`config.mk`:
```
export PLATFORM = sky130hd
export DESIGN_NAME = seq_pair_detect
export DESIGN_NICKNAME = d
export VERILOG_FILES = /design/src/rtl/seq_pair_detect.sv
export SDC_FILE = /design/constraint.sdc
export NUM_CORES = 1
export LEC_CHECK = 0
export ABC_AREA = 1
export BUFFER_PORTS_ARGS = -buffer_cell sky130_fd_sc_hd__buf_2
export CORE_AREA = 10 10 47 49
export CTS_CLUSTER_DIAMETER = 30
export DETAILED_ROUTE_END_ITERATION = 6
export DIE_AREA = 0 0 57 59
export GPL_ROUTABILITY_DRIVEN = 0
export PLACE_DENSITY = 0.39
export SYNTH_ARGS = -nofsm -noshare
export SYNTH_HDL_FRONTEND = slang
export SYNTH_SLANG_ARGS = --single-unit
```
`constraint.sdc`:
```
create_clock -name clk -period 2.45 [get_ports clk]
set_clock_uncertainty 0.2 [all_clocks]
set_input_delay 0.3675 -clock clk [delete_from_list [all_inputs] [get_ports clk]]
set_output_delay 0.3675 -clock clk [all_outputs]
set_load 0.05 [all_outputs]
```
`src/rtl/seq_pair_detect.sv`:
```
module seq_pair_detect #(
  parameter bit MEALY = 1'b0
) (
  input  logic clk,
  input  logic rst,
  input  logic in_valid,
  input  logic in_bit,
  output logic hit
);

  typedef enum logic [2:0] {
    ST_IDLE, ST_ONE, ST_ONEONE, ST_ONEZERO, ST_GOT110, ST_GOT101
  } st_t;

  st_t st_q, st_d;

  always_comb begin
    st_d = st_q;
    if (in_valid) begin
      case (st_q)
        ST_IDLE:
          st_d = in_bit ? ST_ONE : ST_IDLE;
        ST_ONE, ST_GOT101:
          st_d = in_bit ? ST_ONEONE : ST_ONEZERO;
        ST_ONEONE:
          if (in_bit)      st_d = ST_ONEONE;
          else if (MEALY)  st_d = ST_ONEZERO;
          else             st_d = ST_GOT110;
        ST_ONEZERO, ST_GOT110:
          if (!in_bit)     st_d = ST_IDLE;
          else if (MEALY)  st_d = ST_ONE;
          else             st_d = ST_GOT101;
        default:
          st_d = ST_IDLE;
      endcase
    end
  end

  always_ff @(posedge clk) begin
    if (rst) st_q <= ST_IDLE;
    else     st_q <= st_d;
  end

  generate
    if (MEALY) begin : g_mealy
      assign hit = in_valid &&
                   ((st_q == ST_ONEONE  && !in_bit) ||
                    (st_q == ST_ONEZERO &&  in_bit));

      AST_MEALY_GATED: assert property (@(posedge clk) disable iff (rst)
        !in_valid |-> !hit);
      AST_MEALY_110: assert property (@(posedge clk) disable iff (rst)
        (in_valid && !in_bit && st_q == ST_ONEONE) |-> hit);
      AST_MEALY_101: assert property (@(posedge clk) disable iff (rst)
        (in_valid && in_bit && st_q == ST_ONEZERO) |-> hit);
    end else begin : g_moore
      assign hit = (st_q == ST_GOT110) || (st_q == ST_GOT101);

      AST_MOORE_110: assert property (@(posedge clk) disable iff (rst)
        (in_valid && !in_bit && st_q == ST_ONEONE) |=> hit);
      AST_MOORE_HOLD: assert property (@(posedge clk) disable iff (rst)
        !in_valid |=> $stable(hit));
    end
  endgenerate

  AST_RESET_IDLE: assert property (@(posedge clk)
    rst |=> st_q == ST_IDLE);
  AST_GAP_HOLDS: assert property (@(posedge clk) disable iff (rst)
    !in_valid |=> $stable(st_q));
  AST_IDLE_QUIET: assert property (@(posedge clk) disable iff (rst)
    st_q == ST_IDLE |-> !hit);

endmodule

```
* Yosys cells after proc, flatten, opt, wreduce, memory -nomap -nowiden
Index checks and enable logic that the tools add are counted.
** Operators by class
- Eq/ne operators :: 5
- Multiplexer cells :: 5
- Reductions and logical operators :: 4
** Operators by type and width (number)
- $pmux 3 s4 :: 1
- $eq 3x2->1 const B :: 2
- $eq 3x3->1 const B :: 2
- $mux 3 :: 2
- $reduce_or 2->1 :: 2
- $eq 3x1->1 const B :: 1
- $logic_not 3->1 :: 1
- $mux 1 :: 2
- $logic_or 1x1->1 :: 1
** Storage, ports and cells
- Word-level logic and storage cells :: 15
- Input bits :: 4
- Register bits :: 3

* Logic depth before layout (Yosys ltp)
Gate-level depths: netlist of run 1.
- Word-level depth :: 3
- Depth in mapped cells :: 6
- Gate-level depth less buffers :: 6

* Worst setup path before layout of run 1
No wires, ideal clock.
- Kind :: register to output
- Start point :: register st_q[2]
- End point :: output port hit
- Path slack :: 1.041 ns
- Data required time :: 1.882 ns
- Arrival time :: 0.842 ns
- Cell stages (with the launch flop) :: 3
- Cell sequence :: dfxtp_1 > inv_2 > nor2_2
** Between the ends
- Cells in the longest elaborated chain, start to end :: 2
- Elaborated cells on any way between the ends :: 3
- Those cells by class :: eq/ne: 2; reduce/logical: 1
** Ends and longest elaborated chain
- from (decl) :: RTL line 15 : st_t st_q, st_d;
- from (signal assigned) :: RTL line 41 : else st_q <= st_d;
- $eq 3x3->1 :: RTL line 57 : assign hit = (st_q == ST_GOT110) || (st_q == ST_GOT101);
- $logic_or 1x1->1 (*) :: RTL line 57
- to (decl) :: RTL line 8 : output logic hit
Every way passes the cells marked *; elsewhere a longest branch is shown, timed or not.

* Worst setup path in the final report of run 1
Ends and elaborated chain as after synthesis.

==> run summary, run 1 <==
Fill cells in the final layout number 171. The endpoint identified for the worst register-to-register timing path is st_q[0]. The number of detailed-routing iterations run before antenna repair is 1.

The number of global-route vias before repair is 216, and the count of endpoints failing setup in the final report is 0. The maximum cell stage delay along the critical path is 0.38 ns, and the number of register bits inferred by synthesis is 3. The width of the die came out at 57 um.

The endpoint of the worst hold path was st_q[0]. In this run the critical register-to-register path is launched from st_q[0]. The routed design has 459 um of wire.

The floorplan has 14 rows. The number of design rule violations left after detail routing was 0; the average cell area after synthesis was 5.700 um^2. The share of the Yosys chip area taken by registers is 29.27%. Compared with the post-synthesis result, the final layout area differs by 32.32%. The number of cells on the worst reg-to-reg path is 6. For this design the static power due to leakage is 0.1382 nW. The netlist area before placement was 205.2 um^2.

The number of buffers and inverters on the critical path is 2. The measured slew at the worst slew-check pin works out to 0.2497 ns. For the worst setup path, the data required time is 1.88 ns. The worst setup path is captured at an output pin. For the final cell count without fillers, the log shows 60.

Ranked by flip-flop count, first place goes to st_q. The class of the worst hold path was in2reg. The register with the most flip-flops in the layout has 3 of them.

The initial antenna violation count was 0. The run gives 5 as the I/O pin count. Beginning of the worst hold path: rst. Worst-path cell with the longest stage delay: sky130_fd_sc_hd__dfxtp_1. Cells with a size suffix above 1 make up 31.82% of the layout.

TritonCTS built the clock tree. Setup repair after global routing left no endpoint under its margin. The largest registers in the layout are st_q (3). The synthesized netlist cell count came out at 36. The tools report the hold violation total from the final report as 0. The run finished with clean final reports. The detail route stage leaves a number of antenna-violating nets equal to 0. The worst hold path passes through 2 cells.

The tools report the die footprint as 3363 um^2. In this run the deepest clock path goes through 2 buffers. The number of sinks on the clock net was 3.

In this design, the largest share of critical-path delay is due to flip-flops. The worst setup path is of the reg2out kind. The run gives 49 as the final layout net count.

The logs give 0.23 ns for the latest clock arrival within the worst-skew pair and 0 ns for the setup TNS. The tools report the buffer type at the clock tree root as sky130_fd_sc_hd__clkbuf_4. The final number of max-transition violations came out at 0. Buffers added to address setup during post-CTS repair amount to 0. The tools report the number of placed cells counting well taps as 56.

The CTS clock-pin slew for the worst setup and hold paths is 0.04 ns. In this run the tool buffered the top-level ports with 4 buffer cells. Across the run, the number of max-cap violations was 0. At the worst endpoint, the arrival time is 1.01 ns. The via density per instance was 3.867; the part of the cycle the worst path needs was 64.43%. The number of H-tree branching levels is 1, and the routed wire length per instance is 7.650 um.

The height of the chip is 59 um, and the post-route worst hold slack is 0.1096 ns. The total vias in the final route was 232. The largest net degree at the start of global routing is 7, and the hold buffer count at CTS is 0. Once detailed placement completed, the half-perimeter wirelength came to 395.2 um.

The core region is 1401 um^2. Traced cell by cell, the critical path runs through inv_2 -> nor2_2 -> buf_2. Across the VDD grid, the largest voltage drop is 0.2090 mV. Total power divided by cell area: 634.4 nW/um^2. The tools report the total nets after synthesis as 40.

For the antenna diode count, the log shows 0. The logs give 0 for the number of warnings reported in the yosys synthesis log and 0 for the quantity of gates resized following cts. Summing all multi-input logic gate instances after layout gives 118.9 um^2.

The first global-routing pass estimated 786 um of wire. For the number of different library cells in the post-synthesis netlist, the log shows 12. The flip-flop and latch area was 60.06 um^2. Leaving out fill and tap cells, the most frequent cell in the layout is sky130_fd_sc_hd__nand2_1. Once the floorplan was initialized, standard cells occupied 14.64% of the core.

The aggregate global routing overflow came out at 0. Of all nets on the critical path, the largest fanout is 4. The tools report the number of CTS-inserted buffers as 3. In this run the tightest slew margin relative to its limit is 83.47%.

For flop-to-flop paths, the worst setup slack is 1.37 ns. The worst setup path is launched from a register. Derived from the worst setup path, the maximum achievable clock frequency is 0.6335 GHz.

The clock period could shrink to 1.579 ns. The library cells used most frequently in the layout, excluding fill and tap cells, are 11 x sky130_fd_sc_hd__nand2_1, 4 x sky130_fd_sc_hd__inv_1, 4 x sky130_fd_sc_hd__nor2_1, 4 x sky130_fd_sc_hd__buf_2. After the first detailed-routing iteration, the DRC count stood at 0. The overall fraction of global-route tracks in use is 3.149%.
==> worst reg2reg max path, delay by kind of cell, from the launching register on <==
kind / cells / cell delay, ns
flops: 1 / 0.41
simple gates: 4 / 0.21
compound gates: 1 / 0.10
buf+inv: 1 / 0.09
==> where the power goes <==
| part | switching [mW] | internal (mW) | total [mW] |
|---|---|---|---|
| combinational | 0.0193 | 0.0110 | 0.0303 |
| sequential | 0.00508 | 0.0529 | 0.0580 |
| clock | 0.0231 | 0.0609 | 0.0840 |
| total | 0.0475 | 0.125 | 0.172 |
==> stage by stage <==
| step | util [%] | power (mW) | cell area, um^2 | setup slack (ns) |
|---|---|---|---|---|
| 2_1_floorplan | - | 0.08026 | 205.2 | 1.041 |
| 3_3_place_gp | 17.50 | 0.09033 | 245.2 | 1.111 |
| 3_5_place_dp | 17.50 | 0.08939 | 245.2 | 1.105 |
| 4_1_cts | 19.38 | 0.1788 | 271.5 | 0.8539 |
| 5_1_grt | 19.38 | 0.1863 | 271.5 | 0.8328 |
| 6_report | 19.38 | 0.1722 | 271.5 | 0.8715 |
==> area by class of cell <==
type                       instances  share of cell area (%)
inverter                           7                   9.677
timing repair buffer               4                   7.373
clock buffer                       4                   9.677
sequential                         3                   22.12
tap                               16                   7.373
multi-input combinational         26                   43.78
==> cell families after synthesis <==
| group | Yosys count | synth area share [%] |
|---|---|---|
| and+or+nand+nor | 21 | 43.90 |
| DFF | 3 | 29.27 |
| AOI/OAI and AO/OA | 5 | 14.03 |
| buffers and inverters | 7 | 12.80 |
==> synth_stat cells <==
cell type / instances / share of area, %
sky130_fd_sc_hd__nor2_2: 2 / 6.1
sky130_fd_sc_hd__inv_1: 4 / 7.3
sky130_fd_sc_hd__nand2_1: 11 / 20
sky130_fd_sc_hd__dfxtp_1: 3 / 29
sky130_fd_sc_hd__inv_2: 3 / 5.5
sky130_fd_sc_hd__nor3_1: 1 / 2.4
sky130_fd_sc_hd__nor2_1: 4 / 7.3
sky130_fd_sc_hd__a21oi_1: 2 / 4.9
sky130_fd_sc_hd__nand3_1: 2 / 4.9
sky130_fd_sc_hd__nand2_2: 1 / 3.1
sky130_fd_sc_hd__o21ai_0: 2 / 4.9
sky130_fd_sc_hd__a21oi_2: 1 / 4.3
==> routing by layer <==
metal / vias up / GRT usage [%] / share of wire (%)
li1: 126 / - / -
met1: 100 / 2.600 / 41
met2: 4 / 4.341 / 45
met3: 2 / 3.004 / 13
met4: 0 / 3.020 / 0.87
met5: - / 0 / 0
==> worst max path at each step <==
stage	slack [ns]	endpoint	cells after the start	startpoint
global route	0.83	hit	3	st_q[2]
global placement	1.11	hit	3	st_q[2]
floorplan	1.04	hit	2	st_q[2]
CTS	0.85	hit	3	st_q[2]
finish	0.87	hit	3	st_q[2]
detailed placement	1.10	hit	3	st_q[2]
Note: power is estimated with default switching activity, not from simulation.
==> run 2, diff against run 1 <==
ABC_AREA = 0   (was 1)
PLACE_DENSITY = 0.38   (was 0.39)
clock period = 1.4 ns   (was 2.45 ns; I/O delays follow)
==> run summary, run 2 <==
The buffer type at the clock tree root was sky130_fd_sc_hd__clkbuf_4. The worst hold path begins at in_valid. Category of the most critical setup path: reg2out.

In this run the vertical extent of the chip is 59 um. The startpoint identified for the worst register-to-register timing path is st_q[2]. Net switching is 24.47% of the power. Cell internal power was estimated by the tool at 0.2208 mW. The worst setup path is captured at an output pin. By area the synthesized netlist is led by sky130_fd_sc_hd__dfxtp_1 34%, sky130_fd_sc_hd__a21oi_1 11%, sky130_fd_sc_hd__nor3b_1 8.6%.

Power consumption: 0.2923 mW. After floorplanning, the core was sized to cover 1401 um^2. The number of H-tree branching levels was 1.

The count of nets left with antenna violations once routing finished came out at 0. For the initial antenna violation count, the log shows 0. The post-route netlist has 31.03% of its cells at a drive strength greater than 1. For the number of detailed-routing iterations run before antenna repair, the log shows 4. Synthesis inferred 3 register bits. Adding up every negative setup slack in the final design gives 0 ns. The analysis attributes to cell leakage a power of 0.09959 nW. For met3 alone, demand over resource in global routing was 2.575%.

The largest registers in the layout are st_q (3). STA puts the critical path data required time at 0.99 ns. Setup repair after global routing left no endpoint under its margin.

The layer with the highest usage was met2. The total nets after synthesis is 24, and the number of different library cells in the post-synthesis netlist is 13. Pin placement for this block handled 5 I/O pins. The tools report the startpoint kind of the worst setup timing path as a register. Wires add up to 457 um. The run gives 0 as the number of warnings reported in the yosys synthesis log. After clock tree synthesis, the clock-pin slew on the worst setup and hold paths is 0.04 ns. The clock passes through at most 2 buffers. The run gives 0 as the number of design rule violations left after detail routing. The register with the most flip-flops in the layout has 3 of them. The hold violation total from the final report is 0, and the share of power burned in registers is 32.9%. The part of the cycle the worst path needs came out at 95.47%. At the pin with the least slew margin, the transition time is 0.2389 ns.

Static timing analysis puts the maximum clock frequency at 0.7482 GHz. Total power divided by cell area: 1140 nW/um^2. The register with the most flip-flops in the final layout is st_q. The synthesized netlist cell count is 20, and the final instance area is 256.5 um^2. The iteration-0 DRC count of the detailed router was 5; the wire length of the first global-routing pass was 724 um. The tools report the worst-case vdd ir drop as 0.2177 mV. TritonCTS built the clock tree. Setup violations remaining at the end of the flow were counted as 0. The most frequent standard cell in the layout excluding fill and tap cells was sky130_fd_sc_hd__a21oi_1. For the number of global-route vias before repair, the log shows 181.

The via density per instance came out at 4.133. The tightest min-delay check is of the in2reg type. After detailed routing, the average wire length per cell comes to 10.16 um. The tools report the number of sinks on the clock net as 3.

For this run, the total global-route usage over all layers was measured as 2.844%. Global routing consumed, on the met2 layer, 3.101% of the routing resources. Entering global routing, the biggest net connects 8 pins. The die is 57 um wide. Summing all placed instances gives a cell area of 214.0 um^2. The share of flip-flops with an asynchronous set or reset after synthesis was 0%; the final cell count without fillers was 45. In this run the power spent charging and discharging nets is 0.07154 mW. In this run, synthesis inferred 0 flip-flops with an integrated enable. Once layout is complete, the utilization of the core stands at 18.30%. The highest fanout seen on the critical path is 4, and the final number of max-transition violations is 0. The net count of the finished layout is 34. After floorplanning, the core was divided into 14 placement rows. The routed layout has 186 vias. The post-placement setup slack came out at 0.1395 ns. In this run, the combinational gates consume 15.1% of the power. sky130_fd_sc_hd__a21oi_1 is the most common cell in the netlist.

The most area-hungry cell type in the Yosys netlist was sky130_fd_sc_hd__dfxtp_1. The clock share of power came out at 52.0%. The fill cell instance count of the final layout is 169. Once routing completed, OpenROAD measured the worst setup slack at 0.06343 ns. In the layout the commonest cells are 4 x sky130_fd_sc_hd__a21oi_1, 3 x sky130_fd_sc_hd__clkbuf_4, 3 x sky130_fd_sc_hd__buf_2, 3 x sky130_fd_sc_hd__dfxtp_1, 2 x sky130_fd_sc_hd__nor3b_1.

Leading register cell type out of synthesis: sky130_fd_sc_hd__dfxtp_1. The netlist area before placement is 175.2 um^2. For the initial core utilization, the log shows 12.50%.

STA puts the critical path data arrival time at 0.93 ns. The average instance in the mapped netlist occupies 8.758 um^2. Input and output buffers added on the ports amount to 4. By count the netlist is led by 4 x sky130_fd_sc_hd__a21oi_1, 3 x sky130_fd_sc_hd__dfxtp_1, 2 x sky130_fd_sc_hd__nor2b_1, 2 x sky130_fd_sc_hd__nor3b_1. Launch point of the worst path: st_q[2].

The clock period minus final worst setup slack was 1.337 ns; the latest clock arrival within the worst-skew pair was 0.23 ns. Aggregate global routing overflow: 0. Counting tap cells, the placed design contains a total of 40 instances. The worst pin sits at a relative slew slack of 84.05%. Summing the sequential cell areas from Yosys gives 34.29% of the chip area. The relative area change from synthesis to final layout was 46.43%; the number of max-capacitance violations reported was 0. For the die footprint, the log shows 3363 um^2. For the met1 usage in global routing, the log shows 2.945%. 0 antenna diodes ended up in the layout. The tools report the number of CTS-inserted buffers as 3. The share of Yosys cell area claimed by the top area cell type came out at 34.29%.

The flow ran to the end, and the final reports show no timing, DRC or antenna violations. Across all hold checks on the routed design, the worst slack comes to 0.04206 ns.
==> run 2: cell types whose count changed after synthesis, sizes merged, moves of 2 or more <==
cell,delta
nor2b,+2
nor2,-6
inv,-6
nand2,-12
nor3b,+2
==> run 2: final cells by class <==
cell class	count	area [um^2]	share of cell area, %
Inverter	1	3.754	1.463
Multi-Input combinational cell	15	102.6	40.00
Timing Repair Buffer	6	43.79	17.07
Sequential cell	3	60.06	23.41
Tap cell	16	20.02	7.805
Clock buffer	4	26.28	10.24
==> run 2: worst paths after layout <==
check / endpoint / slack, ns / cells after the start
hold reg to reg: st_q[2] / 0.32 / 2
hold / removal: st_q[1] / 0.04 / 2
setup reg to reg: st_q[1] / 0.18 / 2
setup / recovery: hit / 0.06 / 2
==> run 2: critical path: stages (launching register included) <==
cell,delay [ns]
sky130_fd_sc_hd__dfxtp_1,0.36
sky130_fd_sc_hd__nor2b_2,0.17
sky130_fd_sc_hd__buf_6,0.16
==> run 2: metal layers <==
metal	part of all wire, %	vias up
met5	0	-
met4	0	0
met3	14	0
met2	38	13
met1	47	82
li1	-	91
==> run 2: power by group through the flow <==
| stage | combinational (mW) | clock (mW) | sequential (mW) |
|---|---|---|---|
| finish | 0.0443 | 0.152 | 0.0961 |
| global route | 0.0486 | 0.166 | 0.0968 |
| CTS | 0.0436 | 0.161 | 0.0962 |
| detailed placement | 0.0413 | 0 | 0.0971 |
| global placement | 0.0392 | 0 | 0.0976 |
| floorplan | 0.0309 | 0 | 0.0960 |
==> run 2: timing repair <==
| item | in CTS | in global routing |
|---|---|---|
| resized for setup | 1 | 1 |
| hold buffers | 1 | 0 |
| hold endpoints to repair | 3 | 0 |
| endpoints found under the setup margin | 1 | 1 |
| setup buffers | 0 | 0 |
==> run 2: kinds of logic after synthesis <==
group           after synthesis  synth area share, %
flops                         3                34.29
compound gates                7                22.86
xor+xnor                      1                5.001
buf+inv                       2                8.569
simple gates                  7                29.28
==> run 3, diff against run 2 <==
PLACE_DENSITY = 0.37   (was 0.38)
clock period = 1.7 ns   (was 1.4 ns; I/O delays follow)
==> run summary, run 3 (synthesis results as in run 2) <==
The hold buffer count at CTS was 0; the clock period minus final worst setup slack was 1.441 ns. The number of max-capacitance violations reported was 0. The achievable clock frequency was 0.6939 GHz; the number of detailed-routing iterations run before antenna repair was 2. In the layout the commonest cells are 4 x sky130_fd_sc_hd__a21oi_1, 4 x sky130_fd_sc_hd__buf_2, 3 x sky130_fd_sc_hd__clkbuf_4, 3 x sky130_fd_sc_hd__dfxtp_1. The critical path goes through nor2b_1 -> buf_2. The die is 59 um tall. For the worst setup path, the data arrival time is 0.99 ns.

After detailed routing, the number of remaining DRC violations is 0. After detailed routing, the average wire length per cell comes to 9.349 um. For the total vias in the final route, the log shows 167. I/O pin count: 5. The largest registers in the layout are st_q (3). The run gives 0 ns as the setup TNS. Summed over all layers, the global routing overflow is 0. The hold violation total from the final report is 0.

The total power divided by cell area works out to 1023 nW/um^2. Along the worst path, the maximum fanout reaches 4. In this run the post-CTS setup repair buffer count came out at 0. The register with the most flip-flops in the layout has 3 of them.

After clock tree synthesis, the repair step resized 0 gates. At the pin with the least slew margin, the transition time is 0.2380 ns. The run finished with clean final reports.

The run gives 0 as the initial antenna violation count. The antenna diode count was 0. The final layout net count was 32. TritonCTS built the clock tree. The category of the most critical setup path was reg2out. The run gives 1401 um^2 as the core outline area.

The worst reg-to-reg setup slack came out at 0.40 ns. The tools report the cell row count as 14. The detail route stage leaves a number of antenna-violating nets equal to 0.

Setup repair after global routing left no endpoint under its margin. For this configuration, the core starts out at a cell density of 12.50%. Buffers placed on the I/O ports in this run total 4.

Data on the critical path is required at its endpoint by 1.24 ns. The path class of the tightest hold or removal check is in2reg. Summing internal, switching and leakage power gives 0.2356 mW. Worst-path cell with the longest stage delay: sky130_fd_sc_hd__dfxtp_1. Across the VDD grid, the largest voltage drop is 0.1294 mV.

Across all setup checks in the final design, the least slack found is 0.2589 ns. The worst setup path is captured at an output pin. For the iteration-0 DRC count of the detailed router, the log shows 3. The maximum cell stage delay along the critical path was 0.36 ns; the final cell count without fillers was 43. The die footprint is 3363 um^2, and the post-placement setup slack is 0.4207 ns.

Clock tree synthesis inserted a total of 3 buffers. Global routing used 2.761% of the available tracks across all layers. Counting the fill cells in the layout gives 165. The wire length of the first global-routing pass is 627 um, and the maximum number of buffers from clock root to sink is 2.

The logs give 0.23 ns for the latest clock arrival within the worst-skew pair and 100.1 um^2 for the multi-input logic area. The tools report the number of global-route vias before repair as 155. Cells fill 16.43% of the core in the end. The startpoint kind of the worst setup timing path was a register.

The width of the die came out at 57 um. Final number of max-transition violations: 0. The final layout contains routed wiring with a total length of 402 um.

Setup violations remaining at the end of the flow were counted as 0. In the finished design, the share of the clock period the worst path needs comes to 84.77%. The cell sitting at the root of the clock tree is a sky130_fd_sc_hd__clkbuf_4. The fraction of layout instances using a drive strength above 1 works out to 25.93%.

For the number of sinks on the clock net, the log shows 3. After detailed routing, the number of vias per cell comes to 3.884. The analysis attributes to cell leakage a power of 0.08962 nW. The tools report the largest net degree at the start of global routing as 9. The number of placed instances, taps included, is 39. The tools report the cell area after placement as 203.9 um^2. Final instance area: 230.2 um^2. The number of H-tree branching levels came out at 1. Relative to the synthesized area, the layout overhead comes to 31.43%. After clock tree synthesis, the clock-pin slew on the worst setup and hold paths is 0.04 ns. Across the whole layout, storage elements account for 60.06 um^2.

More flip-flops sit in one register than any other, and that register is st_q. In this run the tightest slew margin relative to its limit is 83.92%. Post-route worst hold slack: 0.01968 ns.
run 3: cell types whose count changed in the layout (fill, tap and decap cells not counted), sizes merged:
| cell | delta |
|---|---|
| buf | -1 |
| dlygate4sd3 | -1 |
run 3: critical path, delay by kind of cell, from the launching register on:
family | cells | cell delay, ns
buf+inv | 1 | 0.26
flops | 1 | 0.36
simple gates | 1 | 0.13
run 3: path summary, 6_finish.rpt:
path | start | to | cells after the start
setup / recovery | st_q[2] | hit | 2
hold / removal | rst | st_q[0] | 2
setup reg to reg | st_q[0] | st_q[1] | 2
hold reg to reg | st_q[2] | st_q[2] | 2
run 3: where the power goes:
group	leakage [nW]	switching, mW	internal, mW
clock	0.0150	0.0388	0.0881
combinational	0.0502	0.0125	0.0141
sequential	0.0245	0.00718	0.0749
run 3: final cells by class:
class,instances,area share [%]
clock buffer,4,11.41
inverter,1,1.630
multi-input combinational,15,43.48
sequential,3,26.09
tap,16,8.696
timing repair buffer,4,8.696
run 3: metal layers:
layer	GRT usage, %	vias to the layer above	wire length (um)
met1	2.955	72	211
met3	3.219	0	47
met2	1.860	5	143
li1	-	90	-
met4	4.027	0	0
met5	0	-	0
